===== config.mk =====
export PLATFORM = sky130hd
export DESIGN_NAME = mdes_core
export DESIGN_NICKNAME = d
export VERILOG_FILES = /design/src/rtl/mdes_pkg.sv /design/src/rtl/mdes_sbox_pair.sv /design/src/rtl/mdes_round.sv /design/src/rtl/mdes_core.sv
export SDC_FILE = /design/constraint.sdc
export NUM_CORES = 1
export LEC_CHECK = 0
export BUFFER_PORTS_ARGS = -buffer_cell sky130_fd_sc_hd__buf_2
export CAP_MARGIN = 25
export CORE_MARGIN = 4
export CORE_UTILIZATION = 62
export DETAILED_ROUTE_END_ITERATION = 10
export GPL_ROUTABILITY_DRIVEN = 0
export HOLD_SLACK_MARGIN = 0.02
export PLACE_DENSITY = 0.85
export SYNTH_ARGS = -nofsm -noshare
export SYNTH_HDL_FRONTEND = slang
export SYNTH_SLANG_ARGS = --single-unit

===== constraint.sdc =====
create_clock -name clk -period 10.8 [get_ports clk]
set_clock_uncertainty 0.15 [all_clocks]
set_input_delay 2.16 -clock clk [delete_from_list [all_inputs] [get_ports clk]]
set_output_delay 2.16 -clock clk [all_outputs]
set_load 0.03 [all_outputs]

===== src/rtl/mdes_pkg.sv =====
package mdes_pkg;

    localparam int NBOX = 8;

    // 64 four-bit entries per box, entry 0 in the top nibble, index = row*16 + col
    localparam logic [255:0] SBOX_TBL [NBOX] = '{
        256'hE4D12FB83A6C5907_0F74E2D1A6CB9538_41E8D62BFC973A50_FC8249175B3EA06D,
        256'hF18E6B34972DC05A_3D47F28EC01A69B5_0E7BA4D158C6932F_D8A13F42B67C05E9,
        256'hA09E63F51DC7B428_D709346A285ECBF1_D6498F30B12C5AE7_1AD069874FE3B52C,
        256'h7DE3069A1285BC4F_D8B56F03472C1AE9_A690CB7DF13E5284_3F06A1D8945BC72E,
        256'h2C417AB6853FD0E9_EB2C47D150FA3986_421BAD78F9C5630E_B8C71E2D6F09A453,
        256'hC1AF92680D34E75B_AF427C9561DE0B38_9EF528C3704A1DB6_432C95FABE17608D,
        256'h4B2EF08D3C975A61_D0B7491AE35C2F86_14BDC37EAF680592_6BD814A7950FE23C,
        256'hD2846FB1A93E50C7_1FD8A374C56B0E92_7B419CE206ADF358_21E74A8DFC90356B
    };

    // source bit (1 = MSB) for each output bit of the round permutation
    localparam int P_SRC [32] = '{
        16, 7, 20, 21, 29, 12, 28, 17, 1, 15, 23, 26, 5, 18, 31, 10,
        2, 8, 24, 14, 32, 27, 3, 9, 19, 13, 30, 6, 22, 11, 4, 25
    };

    function automatic logic [3:0] sbox_lookup(input int box, input logic [5:0] x);
        logic [5:0] idx;
        idx = {x[5], x[0], x[4:1]};
        return SBOX_TBL[box][255 - 4*int'(idx) -: 4];
    endfunction

    // second table: value that, XORed onto S(y), gives S(y ^ m)
    function automatic logic [3:0] smask_lookup(input int box, input logic [5:0] y,
                                                input logic [5:0] m);
        return sbox_lookup(box, y) ^ sbox_lookup(box, y ^ m);
    endfunction

    function automatic int ip_src(input int r, input int c);
        return ((r < 4) ? (58 + 2*r) : (57 + 2*(r - 4))) - 8*c;
    endfunction

    function automatic logic [63:0] perm_ip(input logic [63:0] x);
        logic [63:0] y;
        for (int r = 0; r < 8; r++)
            for (int c = 0; c < 8; c++)
                y[63 - (8*r + c)] = x[64 - ip_src(r, c)];
        return y;
    endfunction

    function automatic logic [63:0] perm_fp(input logic [63:0] x);
        logic [63:0] y;
        for (int r = 0; r < 8; r++)
            for (int c = 0; c < 8; c++)
                y[64 - ip_src(r, c)] = x[63 - (8*r + c)];
        return y;
    endfunction

    function automatic logic [47:0] expand(input logic [31:0] x);
        logic [47:0] y;
        for (int i = 0; i < 8; i++)
            for (int p = 0; p < 6; p++)
                y[47 - (6*i + p)] = x[32 - (((4*i + p + 31) % 32) + 1)];
        return y;
    endfunction

    function automatic logic [31:0] pperm(input logic [31:0] x);
        logic [31:0] y;
        for (int o = 0; o < 32; o++)
            y[31 - o] = x[32 - P_SRC[o]];
        return y;
    endfunction

endpackage


===== src/rtl/mdes_sbox_pair.sv =====
module mdes_sbox_pair
    import mdes_pkg::*;
#(
    parameter int BOX = 0
) (
    input  logic [5:0] in_d,
    input  logic [5:0] in_m,
    input  logic [3:0] fresh,
    output logic [3:0] out_d,
    output logic [3:0] out_m
);
    always_comb begin
        out_d = sbox_lookup(BOX, in_d) ^ fresh;
        out_m = smask_lookup(BOX, in_d, in_m) ^ fresh;
    end
endmodule


===== src/rtl/mdes_round.sv =====
module mdes_round
    import mdes_pkg::*;
#(
    parameter int HALF_W = 32,
    parameter int KEY_W  = 48
) (
    input  logic [HALF_W-1:0] l_d,
    input  logic [HALF_W-1:0] r_d,
    input  logic [HALF_W-1:0] l_m,
    input  logic [HALF_W-1:0] r_m,
    input  logic [KEY_W-1:0]  key,
    input  logic [HALF_W-1:0] fresh,
    input  logic              last_round,
    output logic [HALF_W-1:0] nl_d,
    output logic [HALF_W-1:0] nr_d,
    output logic [HALF_W-1:0] nl_m,
    output logic [HALF_W-1:0] nr_m
);
    localparam int IN_W  = KEY_W / NBOX;
    localparam int OUT_W = HALF_W / NBOX;

    logic [KEY_W-1:0]  e_d, e_m;
    logic [HALF_W-1:0] s_d, s_m, f_d, f_m;

    assign e_d = expand(r_d) ^ key;   // key enters the data share only
    assign e_m = expand(r_m);

    for (genvar b = 0; b < NBOX; b++) begin : g_box
        mdes_sbox_pair #(.BOX(b)) i_box (
            .in_d  (e_d[KEY_W-1-IN_W*b -: IN_W]),
            .in_m  (e_m[KEY_W-1-IN_W*b -: IN_W]),
            .fresh (fresh[HALF_W-1-OUT_W*b -: OUT_W]),
            .out_d (s_d[HALF_W-1-OUT_W*b -: OUT_W]),
            .out_m (s_m[HALF_W-1-OUT_W*b -: OUT_W])
        );
    end

    assign f_d = pperm(s_d);
    assign f_m = pperm(s_m);

    always_comb begin
        if (last_round) begin
            nl_d = l_d ^ f_d;  nr_d = r_d;
            nl_m = l_m ^ f_m;  nr_m = r_m;
        end else begin
            nl_d = r_d;        nr_d = l_d ^ f_d;
            nl_m = r_m;        nr_m = l_m ^ f_m;
        end
    end
endmodule


===== src/rtl/mdes_core.sv =====
module mdes_core
    import mdes_pkg::*;
#(
    parameter int BLK_W  = 64,
    parameter int KEY_W  = 48,
    parameter int ROUNDS = 16,
    localparam int HALF_W  = BLK_W / 2,
    localparam int ROUND_W = $clog2(ROUNDS)
) (
    input  logic               clk,
    input  logic               rst_n,
    input  logic               start,
    input  logic [BLK_W-1:0]   plaintext,
    input  logic [BLK_W-1:0]   init_mask,
    input  logic [KEY_W-1:0]   round_key,
    input  logic [HALF_W-1:0]  fresh_mask,
    output logic [ROUND_W-1:0] round_idx,
    output logic               done,
    output logic [BLK_W-1:0]   ciphertext
);
    localparam logic [ROUND_W-1:0] LAST = ROUND_W'(ROUNDS - 1);

    typedef enum logic [1:0] { ST_IDLE, ST_RUN, ST_DONE } state_e;

    state_e             st_q, st_n;
    logic [ROUND_W-1:0] rnd_q, rnd_n;
    logic [BLK_W-1:0]   dat_q, dat_n;   // masked data share {L,R}
    logic [BLK_W-1:0]   msk_q, msk_n;   // mask share {L,R}

    logic [HALF_W-1:0] nl_d, nr_d, nl_m, nr_m;
    logic              last_round;

    assign last_round = (rnd_q == LAST);

    mdes_round #(.HALF_W(HALF_W), .KEY_W(KEY_W)) i_round (
        .l_d        (dat_q[BLK_W-1:HALF_W]),
        .r_d        (dat_q[HALF_W-1:0]),
        .l_m        (msk_q[BLK_W-1:HALF_W]),
        .r_m        (msk_q[HALF_W-1:0]),
        .key        (round_key),
        .fresh      (fresh_mask),
        .last_round (last_round),
        .nl_d       (nl_d),
        .nr_d       (nr_d),
        .nl_m       (nl_m),
        .nr_m       (nr_m)
    );

    // next-state and datapath selection
    always_comb begin
        st_n  = st_q;
        rnd_n = rnd_q;
        dat_n = dat_q;
        msk_n = msk_q;
        unique case (st_q)
            ST_IDLE: if (start) begin
                st_n  = ST_RUN;
                rnd_n = '0;
                dat_n = perm_ip(plaintext ^ init_mask);
                msk_n = perm_ip(init_mask);
            end
            ST_RUN: begin
                dat_n = {nl_d, nr_d};
                msk_n = {nl_m, nr_m};
                if (last_round) st_n = ST_DONE;
                else            rnd_n = rnd_q + 1'b1;
            end
            ST_DONE: begin
                st_n  = ST_IDLE;
                rnd_n = '0;
            end
            default: st_n = ST_IDLE;
        endcase
    end

    // state register
    always_ff @(posedge clk or negedge rst_n) begin
        if (!rst_n) begin
            st_q  <= ST_IDLE;
            rnd_q <= '0;
            dat_q <= '0;
            msk_q <= '0;
        end else begin
            st_q  <= st_n;
            rnd_q <= rnd_n;
            dat_q <= dat_n;
            msk_q <= msk_n;
        end
    end

    // outputs: shares meet only here
    always_comb begin
        round_idx  = rnd_q;
        done       = (st_q == ST_DONE);
        ciphertext = perm_fp(dat_q ^ msk_q);
    end

    assert_done_pulse_R3: assert property (@(posedge clk) disable iff (!rst_n)
        done |=> !done);

    assert_done_after_last_R3: assert property (@(posedge clk) disable iff (!rst_n)
        (st_q == ST_RUN && rnd_q == LAST) |=> done);

    assert_round_step_R6: assert property (@(posedge clk) disable iff (!rst_n)
        (st_q == ST_RUN && rnd_q != LAST) |=> (st_q == ST_RUN && rnd_q == $past(rnd_q) + 1'b1));

    assert_busy_start_ignored_R5: assert property (@(posedge clk) disable iff (!rst_n)
        (st_q == ST_RUN && start) |=> (st_q != ST_IDLE && rnd_q != '0));

    assert_load_zero_R6: assert property (@(posedge clk) disable iff (!rst_n)
        (st_q == ST_IDLE && start) |=> (st_q == ST_RUN && rnd_q == '0));

    assert_idle_quiet_R1: assert property (@(posedge clk) disable iff (!rst_n)
        (st_q == ST_IDLE) |-> (!done && rnd_q == '0));

endmodule


==> After elaboration in Yosys (flattened, before gate mapping) <==
Cells that the tools add are included.
{ "totals": {"word_cells": 103, "ramBits": 0, "mem_count": 0, "inputBits": 211, "out_inout_bits": 69, "mem_bits_ro": 0, "latchBits": 0, "regBits": 134} }
{ "op_classes": {"shifts": 16, "n_eq_ne": 6, "mux": 14, "bitwise_logic": 37, "addsub": 17, "order_cmp": 0, "multipliers": 0, "div_mod_pow": 0, "reduce_logical": 7} }
{ "op_table": {"columns": ["operator", "n"], "rows": [
  ["$shiftx 259x9->4 const A", 15],
  ["$shiftx 259x32->4 const A", 1],
  ["$pmux 64 s2", 2],
  ["$sub 8x8->9 const A", 16],
  ["$mux 32", 4],
  ["$mux 64", 2],
  ["$xor 64x64->64", 2],
  ["$xor 4x4->4", 24],
  ["$xor 32x32->32", 2],
  ["$xor 48x48->48", 1],
  ["$xor 6x6->6", 8],
  ["$pmux 4 s3", 1],
  ["$mux 4", 2],
  ["$reduce_and 3->1", 2],
  ["$add 4x1->4 const B", 1],
  ["$eq 4x4->1 const B", 1],
  ["$mux 2", 2],
  ["$ne 2x2->1 const B", 2],
  ["$pmux 2 s2", 1],
  ["$reduce_and 2->1", 2],
  ["$reduce_bool 3->1", 1],
  ["$eq 2x1->1 const B", 1],
  ["$eq 2x2->1 const B", 1],
  ["$logic_not 2->1", 1],
  ["other kinds (2)", 2]
]} }

==> Longest topological paths before layout <==
Gate-level depths: netlist (run 1).
{ "logic_depth": {"word_depth": 9, "depth_mapped": 15, "ltp_nobuf": 14} }

==> By module <==
From an unflattened synthesis (run 1), not the netlist that was laid out.
{ "unflattened": {"hier_cells": 2697, "area_unflattened_um2": 21181.6} }
{ "modules_own_cells": {"columns": ["mod", "seq_area_each_um2", "instances", "cells_each", "area_each_um2"], "rows": [
  ["mdes_core", 3353.2, 1, 861, 7236.9],
  ["mdes_round", 0.0, 1, 383, 2587.5],
  ["mdes_sbox_pair (i_round.g_box[0].i_box)", 0.0, 1, 189, 1552.7],
  ["mdes_sbox_pair (i_round.g_box[7].i_box)", 0.0, 1, 190, 1505.2],
  ["mdes_sbox_pair (i_round.g_box[4].i_box)", 0.0, 1, 194, 1493.9],
  ["mdes_sbox_pair (i_round.g_box[1].i_box)", 0.0, 1, 192, 1473.9],
  ["mdes_sbox_pair (i_round.g_box[2].i_box)", 0.0, 1, 169, 1396.3],
  ["mdes_sbox_pair (i_round.g_box[5].i_box)", 0.0, 1, 185, 1348.8],
  ["mdes_sbox_pair (i_round.g_box[6].i_box)", 0.0, 1, 182, 1306.3],
  ["mdes_sbox_pair (i_round.g_box[3].i_box)", 0.0, 1, 152, 1280.0]
]} }

==> Worst setup path before layout (run 1) <==
OpenSTA, ideal clock, no wires.
{ "synth_path": {"path_kind": "input to register", "from": "input round_key[38]", "to": "register msk_q[30]", "setup_ns": 0.127, "n_path_buf": 0, "path_stages": 12, "arrival_ns": 4.939, "required_time_ns": 10.523, "setup_slack_ns": 5.584, "cell_sequence": "xor2_1 -> inv_1 -> xnor2_1 -> inv_1 -> ha_1 -> o311ai_0 -> nor2_1 -> o21ai_0 -> o211ai_1 -> xor2_1 -> mux2i_1 -> nand3_1"} }
{ "synth_between": {"elab_chain_cells": 9, "word_cells_on_any_way": 11, "classes_between": "2 x add/sub; 2 x shift; 2 x mux; 5 x bitwise"} }
{ "synth_rtl": {"columns": ["element", "line", "text"], "rows": [
  ["start, declared", "mdes_core.sv:15", "input logic [KEY_W-1:0] round_key,"],
  ["$xor 48x48->48 (*)", "mdes_round.sv:25", "assign e_d = expand(r_d) ^ key;"],
  ["$xor 6x6->6", "mdes_pkg.sv:32", "return sbox_lookup(box, y) ^ sbox_lookup(box, y ^ m);"],
  ["$sub 8x8->9", "mdes_pkg.sv:26", "return SBOX_TBL[box][255 - 4*int'(idx) -: 4];"],
  ["$shiftx 259x9->4", "mdes_pkg.sv:26", null],
  ["$xor 4x4->4 (*)", "mdes_pkg.sv:32", null],
  ["$xor 4x4->4 (*)", "mdes_sbox_pair.sv:14", "out_m = smask_lookup(BOX, in_d, in_m) ^ fresh;"],
  ["$xor 32x32->32 (*)", "mdes_round.sv:47", "nl_m = r_m; nr_m = l_m ^ f_m;"],
  ["$mux 32 (*)", "mdes_round.sv:42", "if (last_round) begin"],
  ["$pmux 64 s2 (*)", "mdes_core.sv:55", "unique case (st_q)"],
  ["end signal, assigned", "mdes_core.sv:87", "msk_q <= msk_n;"],
  ["end, declared", "mdes_core.sv:28", "logic [BLK_W-1:0] msk_q, msk_n;"]
]} }
Mark *: on every way between the ends. The rest lies on a longest branch, timed or not. The select of a mux whose other input is x is not followed.
A chain may end at the register's enable or synchronous reset.

==> Final worst setup path (run 1) <==
Same ends and word-level chain as after synthesis.

==> results_dict.tcl, run 1 <==
set metrics [dict create \
    chipHeight_um 190.8 \
    antenna_left 0 \
    yosysSeqAreaShare 0.1618 \
    use_met1 0.4753 \
    syn_nets 2995 \
    critPathCaptureType "flop" \
    grt_overflow 0 \
    track_usage 0.3600 \
    hold_class "reg2reg" \
    setup_viol 0 \
    antenna_found_initial 1 \
    status "completed" \
    fmax_ghz 0.1759 \
    layout_worst_path_cycle_share 0.5264 \
    cts_made_buffers 17 \
    critical_path.max_stage_delay_ns 0.72 \
    cts.reportedPaths.clkPinSlew_ns 0.06 \
    cp-start-kind "input port" \
    grt_pass1_vias 20270 \
    cts.sinks 134 \
    hold_path_depth 2 \
    worstPathRequired_ns 10.97 \
    crit_family "XOR/XNOR gates" \
    synth_area_leaders "dfrtp_1 16%, xnor2_1 9.4%, ha_1 7.5%, xor2_1 5.9%, o21ai_0 5.3%" \
    min_from "dat_q[53]" \
    hold_viol_final 0 \
    crit_chain "buf_2, xor2_1, inv_1, xnor2_1, inv_1, ha_1, o311ai_0, nor2_1, o21ai_0, o211ai_1, xor2_1, mux2i_1, nand3_1" \
    fp.dieW_um 190.8 \
    use_met3 0.06811 \
    core_sq_um 32780 \
    slowest_stage "xnor2_1" \
    io_pins 280 \
    path_buf_inv 3 \
    area_growth_pct 9.473 \
    rsz0062_at_grt "no" \
    r2r-end "msk_q[30]" \
    drtIter0Drc 3220 \
    post-route-min-period_ns 5.686 \
    cts_root_buf "clkbuf_16" \
    die_area_sq_um 36410 \
    setup_tns_ns 0 \
    crit_arrival_ns 5.86 \
    grt_max_degree 82 \
    synth_cell_types 84 \
    drv_cap 0 \
    vias 21800 \
    busiest_layer "met2" \
    path_max_fanout 9 \
    synth_common_cells "241 x nand2_1, 223 x xnor2_1, 219 x o21ai_0" \
    use_met2 0.5601 \
    synth-edff-count 0 \
    synthCells 2659 \
    grt_pass1_wl_um 107000 \
    firstDrtPassIters 8 \
    port_buffers 279 \
    clock_latency_ns 0.45 \
    synth.top_cell.area_share 0.1618 \
    ys_warn_count 0 \
    slew_violations 0 \
    worstSetupPathType "in2reg" \
    r2r_cells 12 \
    rrSetupSlack_ns 6.43 \
    cts_resized 0 \
    maxSlewHeadroom 0.2628 \
    avgSynthCellArea_sq_um 7.794 \
    synth-seq-cells 134 \
    final_nets 3115 \
    clock_path_buffers 2 \
    synthArstFlopShare 1.000 \
    tightest_slew_ns 1.102 \
    tritoncts "built" \
    holdWs_ns 0.4145 \
    drt_wl_total_um 68450 \
    wire_per_inst_um 21.17 \
    post_cts_buffers 0 \
    drc 0 \
    htreeDepth 4 \
    synth_area_sq_um 20720 \
    yosys.area.top_type "dfrtp_1" \
    min_to "dat_q[53]" \
    routed_via_density 6.742 \
    synth_top_flop_cell "dfrtp_1" \
    fp-row-count 66 \
    r2r-start "dat_q[25]" \
    initial_utilization 0.6321 \
    yosysMostFrequentCell "nand2_1" \
    drive_gt1_frac 0.1573 \
    holdBufCountCts 0 \
    dp_hpwl_um 48930 \
]
[how the worst max path moves through the flow]
stage,from,to,slack [ns],cells past startpoint
after floorplan,round_key[38],msk_q[30],5.58,12
after global placement,round_key[7],msk_q[20],4.96,12
after detailed placement,round_key[38],msk_q[30],4.78,13
after CTS,round_key[38],msk_q[30],5.20,13
after global routing,round_key[38],msk_q[30],4.81,13
final,round_key[38],msk_q[30],5.11,13
[cell type report]
| cell class | instances | area, sq um |
|---|---|---|
| clock inverter | 10 | 145.1 |
| fill | 2617 | 10100 |
| antenna | 1 | 2.502 |
| tap | 442 | 553.0 |
| inverter | 114 | 432.9 |
| sequential | 134 | 3353 |
| timing repair buffer | 313 | 1658 |
| multi-input combinational | 2199 | 16070 |
| clock buffer | 21 | 470.5 |
[tightest hold or removal path, cell delays in order, from the launching register on]
cell and delay, ns:
dfrtp_1 0.41, nand2_1 0.06, o21ai_0 0.06
[layer usage]
metal,vias up,part of all wire
li1,9820,-
met1,10210,0.38
met2,1521,0.45
met3,255,0.12
met4,0,0.058
met5,-,0
[state kept, by name, summed over array words and instances (netlist names)]
| name | count |
|---|---|
| dat_q | 64 |
| st_q | 2 |
| round_idx | 4 |
| msk_q | 64 |
[placed cells by master (no fill, tap or decap), types with 12 or more instances in the layout]
cell type and n:
a211oi_1 58, a21oi_1 206, a2bb2oi_1 19, a311oi_1 32, a31oi_1 39, and3_1 18
buf_2 278, buf_4 34, clkbuf_16 17, dfrtp_1 134, ha_1 125, inv_1 97
inv_2 12, mux2i_1 49, mux4_2 32, nand2_1 239, nand3_1 112, nor2_1 208
nor3_1 90, o211ai_1 53, o21ai_0 219, o221ai_1 12, o22ai_1 43, o311ai_0 14
xnor2_1 223, xnor3_1 15, xor2_1 140, xor2_2 12, xor3_1 26
[stage by stage]
stage               cells  instance area [sq um]  setup slack (ns)  utilization
floorplan            2659                  20720             5.584            -
global placement     3192                  21990             4.960       0.6709
detailed placement   3193                  22000             4.781       0.6711
CTS                  3224                  22620             5.203       0.6899
global route         3234                  22690             4.811       0.6920
finish               3234                  22690             5.115       0.6920
[logic make-up after synthesis]
kind of cell | synth area share
buf+inv | 0.06448
xor+xnor | 0.2247
mux | 0.06478
simple gates | 0.1562
fa+ha+maj | 0.07547
flops | 0.1618
compound gates | 0.2526
Power of run 1 is left out: the tool's default activity adds up to more than one toggle a clock period on the data nets, which glitch-free logic cannot reach.
==> inputs of run 2 (changes only) <==
- CORE_UTILIZATION: 62 -> 61
- PLACE_DENSITY: 0.85 -> 0.84
- clock period: 10.8 -> 5.3 ns (I/O delays scaled with it)
==> results_dict.tcl, run 2 (same netlist as run 1, synthesis figures left out) <==
set metrics [dict create \
    use_met3 0.07905 \
    use_met1 0.4763 \
    worstPathRequired_ns 5.50 \
    grt_pass1_vias 20580 \
    grt_overflow 0 \
    min_to "dat_q[60]" \
    path_buf_inv 3 \
    drive_gt1_frac 0.1642 \
    slew_violations 0 \
    busiest_layer "met2" \
    track_usage 0.3644 \
    holdWs_ns 0.4194 \
    cts_root_buf "clkbuf_16" \
    critical_path.max_stage_delay_ns 0.65 \
    post-route-min-period_ns 4.197 \
    design_area_sq_um 22810 \
    mostFrequentLayoutCells "278 x buf_2, 239 x nand2_1, 223 x xnor2_1" \
    r2r_cells 12 \
    initial_utilization 0.6180 \
    r2r-start "dat_q[28]" \
    antenna_left 0 \
    holdBufCountCts 0 \
    area_growth_pct 10.06 \
    clock_path_buffers 2 \
    setup_tns_ns 0 \
    vias 22170 \
    grt_pass1_wl_um 108600 \
    slowest_stage "o21ai_0" \
    fp-row-count 67 \
    io_pins 280 \
    status "completed" \
    antenna_found_initial 2 \
    place_area_sq_um 22220 \
    fp.dieW_um 192.3 \
    tightest_slew_ns 1.097 \
    grt_max_degree 98 \
    cts.reportedPaths.clkPinSlew_ns 0.06 \
    rsz0062_at_grt "no" \
    use_met2 0.5615 \
    chipHeight_um 192.3 \
    crit_arrival_ns 4.40 \
    maxSlewHeadroom 0.2690 \
    finish.utilization 0.6802 \
    drt_wl_total_um 70510 \
    crit_family "XOR/XNOR gates" \
    die_area_sq_um 36990 \
    wire_per_inst_um 21.62 \
    cts_resized 0 \
    htreeDepth 4 \
    path_max_fanout 10 \
    worstSetupPathType "in2reg" \
    min_from "dat_q[60]" \
    hold_path_depth 2 \
    dp_hpwl_um 50510 \
    drv_cap 0 \
    critPathCaptureType "flop" \
    layout_worst_path_cycle_share 0.7920 \
    cts_made_buffers 17 \
    hold_viol_final 0 \
    core_sq_um 33530 \
    routed_via_density 6.796 \
    hold_class "reg2reg" \
    r2r-end "msk_q[41]" \
    port_buffers 279 \
    cts.sinks 134 \
    fillCellCount 2689 \
    post_cts_buffers 0 \
    final_nets 3136 \
    rrSetupSlack_ns 1.21 \
    fmax_ghz 0.2382 \
    firstDrtPassIters 7 \
    cp-start-kind "input port" \
    setup_viol 0 \
    clock_latency_ns 0.45 \
    drc 0 \
    tritoncts "built" \
    final_common_cell "buf_2" \
    drtIter0Drc 2648 \
    crit_chain "buf_2, xor2_1, buf_4, inv_2, xnor2_2, ha_1, xnor2_1, mux2i_1, a31oi_1, o21ai_0, xor2_1, xnor2_1, nor2_1, o21ai_0" \
]
## run 2: cell count changes in the layout (fill, tap and decap cells not counted)
cell and delta:
clkbuf_8 -3, inv_8 +1, clkinv_4 +1, bufinv_16 -2, inv_6 +3, buf_4 +21
clkbuf_1 -1, clkinvlp_4 +2
## run 2: stage by stage
step,std cells,setup slack (ns)
2_1_floorplan,2659,1.184
3_3_place_gp,3226,0.8911
3_5_place_dp,3227,0.7608
4_1_cts,3259,1.198
5_1_grt,3261,0.8993
6_report,3262,1.103
## run 2: how the worst max path moves through the flow
stage / end / slack (ns) / startpoint / cells after the start
5_1_grt: msk_q[30] / 0.90 / round_key[38] / 14
2_1_floorplan: msk_q[30] / 1.18 / round_key[38] / 12
6_report: msk_q[8] / 1.10 / round_key[32] / 14
3_5_place_dp: msk_q[30] / 0.76 / round_key[38] / 14
3_3_place_gp: msk_q[30] / 0.89 / round_key[38] / 14
4_1_cts: msk_q[30] / 1.20 / round_key[38] / 14
## run 2: tightest hold or removal path: stages, from the launching register on
cell	delay (ns)
dfrtp_1	0.41
nand2_1	0.06
o21ai_0	0.06
## run 2: area by class of cell
cell class              instances  area [sq um]  share of cell area
well taps                     448         560.5             0.02458
diodes                          1         2.502           0.0001097
multi-input cells            2199         16070              0.7046
clock inverters                15         146.4            0.006418
inverters                     114         432.9             0.01898
repair buffers                334          1815             0.07960
clock buffers                  17         425.4             0.01865
flip-flops and latches        134          3353              0.1470
## run 2: metal layers
metal / wire [um] / vias to the layer above
met5: 27 / -
met4: 4410 / 4
met3: 8405 / 290
met2: 31110 / 1579
met1: 26550 / 10430
li1: - / 9865
Power of run 2 is left out for the same reason.
